File: src/rtl/culog_pkg.sv
package culog_pkg;
   typedef enum logic [1:0] {
      ST_IDLE  = 2'd0,
      ST_LOCK  = 2'd1,
      ST_FLUSH = 2'd2
   } cl_state_e;
endpackage

File: src/rtl/culog_store.sv
module culog_store #(
   parameter int ADDR_W = 14,
   parameter int DATA_W = 16,
   parameter int DEPTH  = 64,
   parameter int CNT_W  = $clog2(DEPTH + 1)
) (
   input  logic              clk,
   input  logic              rst_n,
   input  logic              clear,
   input  logic              merge_en,
   input  logic              append_en,
   input  logic [ADDR_W-1:0] key_addr,
   input  logic [DATA_W-1:0] key_data,
   input  logic [CNT_W-1:0]  lo,
   output logic              hit,
   output logic              full,
   output logic [CNT_W-1:0]  count,
   output logic [ADDR_W-1:0] head_addr,
   output logic [DATA_W-1:0] head_data
);
   logic [ADDR_W-1:0] ent_addr [DEPTH];
   logic [DATA_W-1:0] ent_data [DEPTH];
   logic [DEPTH-1:0]  match;

   assign full = (count == CNT_W'(DEPTH));
   assign hit  = |match;

   // one slot per entry: live-window address compare plus its storage
   for (genvar i = 0; i < DEPTH; i++) begin : g_ent
      localparam logic [CNT_W-1:0] IDX = CNT_W'(i);
      assign match[i] = (IDX >= lo) && (IDX < count) && (ent_addr[i] == key_addr);
      always_ff @(posedge clk) begin
         if (append_en && !full && count == IDX) begin
            ent_addr[i] <= key_addr;
            ent_data[i] <= key_data;
         end else if (merge_en && match[i]) begin
            ent_data[i] <= key_data;
         end
      end
   end

   always_ff @(posedge clk) begin
      if (!rst_n || clear) count <= '0;
      else if (append_en && !full) count <= count + 1'b1;
   end

   always_comb begin
      head_addr = '0;
      head_data = '0;
      for (int k = 0; k < DEPTH; k++) begin
         if (CNT_W'(k) == lo) begin
            head_addr = ent_addr[k];
            head_data = ent_data[k];
         end
      end
   end

   // coalescing leaves at most one live slot per address
   p_single_match_r3: assert property (@(posedge clk) disable iff (!rst_n)
      $onehot0(match));

   // a full log stays full until it is cleared
   p_full_holds_r5: assert property (@(posedge clk) disable iff (!rst_n)
      (full && !clear) |=> full);
endmodule

File: src/rtl/culog_ctrl.sv
module culog_ctrl
   import culog_pkg::*;
#(
   parameter int ADDR_W = 14,
   parameter int DATA_W = 16,
   parameter int CNT_W  = 7
) (
   input  logic              clk,
   input  logic              rst_n,
   input  logic              lock_i,
   input  logic              host_we_i,
   input  logic [ADDR_W-1:0] host_addr_i,
   input  logic [DATA_W-1:0] host_data_i,
   input  logic              hit,
   input  logic              full,
   input  logic [CNT_W-1:0]  count,
   input  logic [ADDR_W-1:0] head_addr,
   input  logic [DATA_W-1:0] head_data,
   output logic [CNT_W-1:0]  lo,
   output logic              merge_en,
   output logic              append_en,
   output logic              clear,
   output logic              tbl_we_o,
   output logic [ADDR_W-1:0] tbl_addr_o,
   output logic [DATA_W-1:0] tbl_data_o,
   output logic              done_o,
   output logic              ovf_o
);
   cl_state_e        st;
   logic [CNT_W-1:0] rd;
   logic             direct, step, finish, enter_lock, drop;

   assign lo         = rd;
   assign merge_en   = host_we_i && hit && (st != ST_IDLE);
   assign append_en  = host_we_i && !hit && !full && (st == ST_LOCK);
   assign drop       = host_we_i && !hit && full && (st == ST_LOCK);
   assign direct     = host_we_i && ((st == ST_IDLE) || (st == ST_FLUSH && !hit));
   assign step       = (st == ST_FLUSH) && !host_we_i && (rd < count);
   assign finish     = (st == ST_FLUSH) && !host_we_i && (rd >= count);
   assign clear      = finish;
   assign enter_lock = ((st == ST_IDLE) && lock_i) || (finish && lock_i);

   always_ff @(posedge clk) begin
      if (!rst_n) begin
         st         <= ST_IDLE;
         rd         <= '0;
         tbl_we_o   <= 1'b0;
         tbl_addr_o <= '0;
         tbl_data_o <= '0;
         done_o     <= 1'b0;
         ovf_o      <= 1'b0;
      end else begin
         tbl_we_o <= direct || step;
         if (direct) begin
            tbl_addr_o <= host_addr_i;
            tbl_data_o <= host_data_i;
         end else if (step) begin
            tbl_addr_o <= head_addr;
            tbl_data_o <= head_data;
         end
         done_o <= finish;
         if (step) rd <= rd + 1'b1;
         else if (finish) rd <= '0;
         if (enter_lock) ovf_o <= 1'b0;
         else if (drop) ovf_o <= 1'b1;
         unique case (st)
            ST_IDLE:  if (lock_i) st <= ST_LOCK;
            ST_LOCK:  if (!lock_i) st <= ST_FLUSH;
            ST_FLUSH: if (finish) st <= lock_i ? ST_LOCK : ST_IDLE;
            default:  st <= ST_IDLE;
         endcase
      end
   end

   // nothing reaches the table from a locked cycle
   p_locked_quiet_r2: assert property (@(posedge clk) disable iff (!rst_n)
      (st == ST_LOCK) |=> !tbl_we_o);

   // the write-back pointer holds, steps by one, or returns to zero
   p_ptr_step_r4: assert property (@(posedge clk) disable iff (!rst_n)
      (st == ST_FLUSH) |=> (rd == $past(rd) || rd == $past(rd) + 1'b1 || rd == '0));

   // overflow flag is sticky outside lock entry
   p_ovf_sticky_r6: assert property (@(posedge clk) disable iff (!rst_n)
      (ovf_o && !lock_i) |=> ovf_o);

   // done lasts one cycle
   p_done_pulse_r8: assert property (@(posedge clk) disable iff (!rst_n)
      done_o |=> !done_o);

   // a lock request does not cut write-back short
   p_lock_waits_r9: assert property (@(posedge clk) disable iff (!rst_n)
      (st == ST_FLUSH && rd < count && !host_we_i) |=> (st == ST_FLUSH));
endmodule

File: src/rtl/coalesce_log.sv
module coalesce_log #(
   parameter int ADDR_W = 14,
   parameter int DATA_W = 16,
   parameter int DEPTH  = 64
) (
   input  logic              clk,
   input  logic              rst_n,
   input  logic              lock_i,
   input  logic              host_we_i,
   input  logic [ADDR_W-1:0] host_addr_i,
   input  logic [DATA_W-1:0] host_data_i,
   output logic              tbl_we_o,
   output logic [ADDR_W-1:0] tbl_addr_o,
   output logic [DATA_W-1:0] tbl_data_o,
   output logic              done_o,
   output logic              full_o,
   output logic              ovf_o
);
   localparam int CNT_W = $clog2(DEPTH + 1);

   if (DEPTH < 2 || DEPTH > 1024) begin : g_bad_depth
      $error("coalesce_log: DEPTH must lie in 2..1024");
   end
   if (ADDR_W < 1 || DATA_W < 1) begin : g_bad_width
      $error("coalesce_log: ADDR_W and DATA_W must be positive");
   end

   logic              hit, full, merge_en, append_en, clear;
   logic [CNT_W-1:0]  count, lo;
   logic [ADDR_W-1:0] head_addr;
   logic [DATA_W-1:0] head_data;

   culog_store #(.ADDR_W(ADDR_W), .DATA_W(DATA_W), .DEPTH(DEPTH), .CNT_W(CNT_W)) u_store (
      .clk(clk), .rst_n(rst_n), .clear(clear), .merge_en(merge_en),
      .append_en(append_en), .key_addr(host_addr_i), .key_data(host_data_i),
      .lo(lo), .hit(hit), .full(full), .count(count),
      .head_addr(head_addr), .head_data(head_data));

   culog_ctrl #(.ADDR_W(ADDR_W), .DATA_W(DATA_W), .CNT_W(CNT_W)) u_ctrl (
      .clk(clk), .rst_n(rst_n), .lock_i(lock_i), .host_we_i(host_we_i),
      .host_addr_i(host_addr_i), .host_data_i(host_data_i), .hit(hit),
      .full(full), .count(count), .head_addr(head_addr), .head_data(head_data),
      .lo(lo), .merge_en(merge_en), .append_en(append_en), .clear(clear),
      .tbl_we_o(tbl_we_o), .tbl_addr_o(tbl_addr_o), .tbl_data_o(tbl_data_o),
      .done_o(done_o), .ovf_o(ovf_o));

   assign full_o = full;
endmodule

File: config.mk
export PLATFORM = sky130hd
export DESIGN_NAME = coalesce_log
export DESIGN_NICKNAME = d
export VERILOG_FILES = /design/src/rtl/culog_pkg.sv /design/src/rtl/culog_store.sv /design/src/rtl/culog_ctrl.sv /design/src/rtl/coalesce_log.sv
export SDC_FILE = /design/constraint.sdc
export NUM_CORES = 2
export LEC_CHECK = 0
export BUFFER_PORTS_ARGS = -buffer_cell sky130_fd_sc_hd__buf_2
export CELL_PAD_IN_SITES_DETAIL_PLACEMENT = 0
export CELL_PAD_IN_SITES_GLOBAL_PLACEMENT = 1
export CORE_MARGIN = 2
export CORE_UTILIZATION = 40
export CTS_CLUSTER_DIAMETER = 60
export DETAILED_ROUTE_END_ITERATION = 16
export PLACE_DENSITY_LB_ADDON = 0.1
export SLEW_MARGIN = 20
export SYNTH_ARGS = -nofsm -noshare
export SYNTH_HDL_FRONTEND = slang
export SYNTH_HIERARCHICAL = 1
export SYNTH_SLANG_ARGS = --single-unit
File: constraint.sdc
create_clock -name clk -period 5.66 [get_ports clk]
set_input_delay 0.283 -clock clk [delete_from_list [all_inputs] [get_ports clk]]
set_output_delay 0.283 -clock clk [all_outputs]
set_load 0.02 [all_outputs]
* Word level (Yosys, flattened, before mapping)
Memory sizes are Yosys's and may differ from the RTL's.
Cells that the tools add are included.
** Storage, ports and cells
- Bits in registers :: 49
- RAM bits :: 1920
- Memories :: 2
** Memories
- u_store.ent_data :: depth 64, width 16, rd ports 64, clocked after memory_dff 0, write ports 64, line culog_store.sv:22 : logic [DATA_W-1:0] ent_data [DEPTH];
- u_store.ent_addr :: depth 64, width 14, rd ports 64, clocked after memory_dff 0, write ports 1, line culog_store.sv:21 : logic [ADDR_W-1:0] ent_addr [DEPTH];
** Cells by class
- Add/subtract/negate cells :: 2
- $lt $le $gt $ge :: 130
- Eq/ne operators :: 196
- Multiplexer cells :: 712
- Bitwise gates (word level) :: 65
- Reductions and logical operators :: 351
** Operator list (number)
- $mux W16 :: 130
- $mux W14 :: 129
- $eq A14 B14 Y1 :: 64
- $reduce_or A14 Y1 :: 63
- $mux W1 :: 384
- $mux W6 :: 63
- $logic_and A1 B1 Y1 :: 271
- $eq A6 B7 Y1 const A :: 32
- $eq A7 B6 Y1 const B :: 32
- $ge A6 B7 Y1 const A :: 32
- $lt A6 B7 Y1 const A :: 32
- $eq A5 B7 Y1 const A :: 16
- $eq A7 B5 Y1 const B :: 16
- $ge A5 B7 Y1 const A :: 16
- $lt A5 B7 Y1 const A :: 16
- $or A1 B1 Y1 :: 64
- $reduce_or A64 Y1 :: 1
- $eq A4 B7 Y1 const A :: 8
- $eq A7 B4 Y1 const B :: 8
- $ge A4 B7 Y1 const A :: 8
- $lt A4 B7 Y1 const A :: 8
- $eq A3 B7 Y1 const A :: 4
- $eq A7 B3 Y1 const B :: 4
- $ge A3 B7 Y1 const A :: 4
- other kinds (28) :: 51

* Depth between registers and ports, before layout
- Word-level depth :: 76
- Depth in mapped cells :: 23
- Depth with buffers taken out :: 18

* Cells and area by module
Netlist, hierarchy kept.
** Modules (own cells, without submodules)
- culog_store :: times used 1, cells an instance 6551, area an instance 88108.3 um^2, seq. area each 57795.4 um^2
- culog_ctrl :: times used 1, cells an instance 263, area an instance 2040.7 um^2, seq. area each 840.8 um^2

* Worst setup path after synthesis
OpenSTA, ideal clock, no wires.
- Path kind :: reg-to-reg
- Start :: register u_ctrl.rd[1], in the netlist u_ctrl/lo[1]
- End :: memory u_store.ent_data[11][0], in the netlist u_store/ent_data[0][176] (enable)
- Arrival time :: 5311 ps
- Path slack :: -44 ps
- Stages on the path, launching flop included :: 19
- Buffers on the path :: 6
- Period minus slack after synthesis :: 5704 ps
- Cell sequence :: dfxtp_1 -> buf_4 -> buf_4 -> buf_2 -> buf_2 -> buf_2 -> o21ai_0 -> a21oi_1 -> nor4_1 -> a2111oi_0 -> nand4_1 -> or3_1 -> nor2_1 -> nand3_1 -> nor2_1 -> clkbuf_1 -> nand2_1 -> nor4_1 -> o21bai_1
** RTL lines
- from (decl) :: line culog_ctrl.sv:30 : logic [CNT_W-1:0] rd;
- from (signal assigned) :: line culog_ctrl.sv:62 : if (step) rd <= rd + 1'b1;
- to (decl) :: line culog_store.sv:22

==> impl_metrics.ini <==
[placed_design]
placed_cell_area_mm2 = 0.101
dp_cells = 10300
pre_cts_ws_ns = -0.612
place_hpwl_um = 376000
io_buffers = 67
place_congestion = 1.10

[floorplan]
die_h_um = 479
die_area_mm2 = 0.229
ios = 68
fp.dieW_um = 479
initial_core_util_pct = 40.2
core_area_mm2 = 0.224
core.rowCount = 174

[status]
status = complete, but fails checks
violations = setup timing

[timing]
timing.final.crit_period_ns = 5.86
hold_violations = 0
setup_viol = 115
finalClockSkew_ns = 0.0953
slew_headroom_pct = 13.6
fmax_mhz = 171
setup_slack_ns = -0.197
worst_pin_slew_ns = 1.28
worst_hold_slack_ns = 0.128
fin_crit_sh_pct = 103
drv_slew = 0
rsz0062_at_grt = no
final.setup.tns_ns = -6.84

[synth]
synth_ff_type = edfxtp_1
ys_seq_elements = 1969
ys_async_sr_fraction_pct = 0
synthesis.area_mm2 = 0.0901
synth_edf_count = 1920
synth_top_cell_by_area = edfxtp_1
yosysUniqueCellTypes = 109
syn-num-nets = 6860
ys_top_cells_by_area = edfxtp_1, xor2_1, xnor2_1
synth.most_common_cell = edfxtp_1
ys_top_cells_by_count = edfxtp_1, xor2_1, xnor2_1
avgSynthCellArea_um2 = 13.2
yosysWarnings = 6
syn-instance-count = 6814
seq_area_frac_synth_pct = 65.0
synth_top_area_share_pct = 64.0

[global_routing]
top_usage_layer = met1
grt-ovfl-total = 0
grt_max_degree = 66
grt_pass1_vias = 67400
grt_pass1_wl_um = 651000
use_met1_pct = 61.0
antenna_found_initial = 73
globalRouteMet3Util_pct = 16.8
grt_usage_pct = 42.4
met2_usage_pct = 56.9

[cells_and_area]
multi_input_area_mm2 = 0.0300
finalNetCount = 7639
fill_cells = 20100
finalNonFillerCells = 10800
drive_above_1_share_pct = 19.6
area_delta_synth_final_pct = 20.8
regArea_mm2 = 0.0587
finalInstanceArea_mm2 = 0.109
finish.utilization_pct = 48.5

[cts]
cts_buffer_depth = 3
insertion_delay_ns = 0.90
cts_root_buf = clkbuf_16
cts_tree = done
cts.sinks = 1969
cts_buffers = 222
cts_setup_buffers = 0
h-tree-depth = 4
clk_pin_slew_ns = 0.06

[critical_path]
cp.required_ns = 6.27
critPathCaptureType = flip-flop
critPathKind = flip-flop to flip-flop
cp.arrival_ns = 6.46
crit_fanout = 16
startpoint_type = flip-flop

[pwr]
p_sw_mw = 7.39
intPower_mw = 24.4
swShare_pct = 23.2
combPwrFrac_pct = 4.3
peakVddDrop_uv = 299
power_density_mw_per_mm2 = 292
power.total_mw = 31.8
pwr-share-clk_pct = 45.3
p_leak_nw = 36.1
p_seq_share_pct = 50.4

[detailed_routing]
wl_per_cell_um = 46.2
dr.pass1.iters = 6
viasPerCell = 6.84
ant_nets = 0
wl_um = 500000
vias = 74000
drtIter0Drc = 14300
drc = 0

[hold_path]
hp-class = primary input to flip-flop

[flow_run]
drv_cap = 0
critical path: stages (launching register included):
cell and delay [ns]:
dfxtp_1 0.35, inv_1 0.23, nand2_1 0.45, buf_4 0.32, nand4_1 0.20, a2111oi_0 0.13
buf_4 0.19, nor4_1 1.00, nand4_1 0.13, or3_1 0.39, nor2_1 0.14, nand3_1 0.10
nor2_1 0.15, buf_4 0.17, buf_4 0.19, nand4_1 0.27, buf_4 0.28, nor2_2 0.30
a21o_1 0.40, buf_12 0.22
flip-flops by register name, summed over array words and instances (netlist names):
register and count:
u_store/ent_data 1024, u_ctrl/tbl_we_o 1, u_ctrl/tbl_addr_o 14, u_ctrl/done_o 1
u_ctrl/st 2, u_ctrl/ovf_o 1, u_ctrl/lo 7, u_store/count 7
u_store/ent_addr 896, u_ctrl/tbl_data_o 16
worst paths after layout:
check        cells past startpoint            startpoint  slack [ns]                       end
max                             19      u_store/count[4]       -0.20  u_store/ent_data[0][235]
min                              1        host_data_i[3]        0.13  u_store/ent_data[1][179]
min reg2reg                      2  u_ctrl/tbl_data_o[2]        0.47      u_ctrl/tbl_data_o[2]
max reg2reg                     19      u_store/count[4]       -0.20  u_store/ent_data[0][235]
kinds of logic (layout without fill, tap and decap cells):
family | after synthesis | after routing | synth area share, %
buffers and inverters | 471 | 1437 | 2.50
and+or+nand+nor | 1648 | 1648 | 9.35
xor gates and xnor gates | 898 | 898 | 8.72
AOI/OAI and AO/OA | 1758 | 1758 | 13.5
muxes | 58 | 58 | 0.687
DFF | 1969 | 1969 | 65.0
other | 0 | 45 | 0
adders and majority gates | 12 | 12 | 0.167
what timing repair did:
item | in CTS | in global routing
endpoints found under the hold margin | 324 | 0
pin swaps | 1 | 0
resized for setup | 16 | 12
hold buffers | 23 | 0
setup endpoints to repair | 871 | 375
layout by cell type (no fill, tap or decap), types with 34 or more instances in the layout:
cell	instances
clkbuf_1	49
xnor2_1	442
o22ai_1	251
clkinv_2	34
nor2_2	37
a221oi_1	146
nand4_1	152
clkbuf_16	223
nor4_1	173
xor2_1	456
a21o_1	60
o21ai_0	276
nand2_1	389
buf_2	52
nor3_1	104
diode_2	45
mux2i_1	36
nand3_1	125
a211oi_1	38
a31oi_1	63
dfxtp_1	41
o2111ai_1	37
a222oi_1	39
a221o_1	49
clkinv_1	49
buf_12	133
a21oi_1	280
a22oi_1	129
o211ai_1	48
o221ai_1	88
nor2_1	375
nor3_2	37
edfxtp_1	1920
buf_4	778
layer usage:
metal | wire [um] | vias to the layer above
met5 | 520 | -
met1 | 204000 | 38500
met3 | 74200 | 877
li1 | - | 28600
met4 | 22300 | 48
met2 | 199000 | 5960
area by class of cell:
cell class,count,share of cell area [%]
Antenna cell,45,0.103
Clock buffer,274,5.32
Clock inverter,137,1.24
Inverter,20,0.0689
Multi-Input combinational cell,4374,27.5
Sequential cell,1969,53.9
Tap cell,2992,3.44
Timing Repair Buffer,1006,8.46
power groups by stage:
stage	Sequential [mW]	Combinational, mW	Clock (mW)
floorplan	16.4	0.481	0
global route	16.0	1.40	15.0
finish	16.0	1.37	14.4
detailed placement	16.3	1.31	0
CTS	16.0	1.33	14.5
global placement	16.3	1.31	0
No activity file was read; power rests on OpenSTA's default activity.
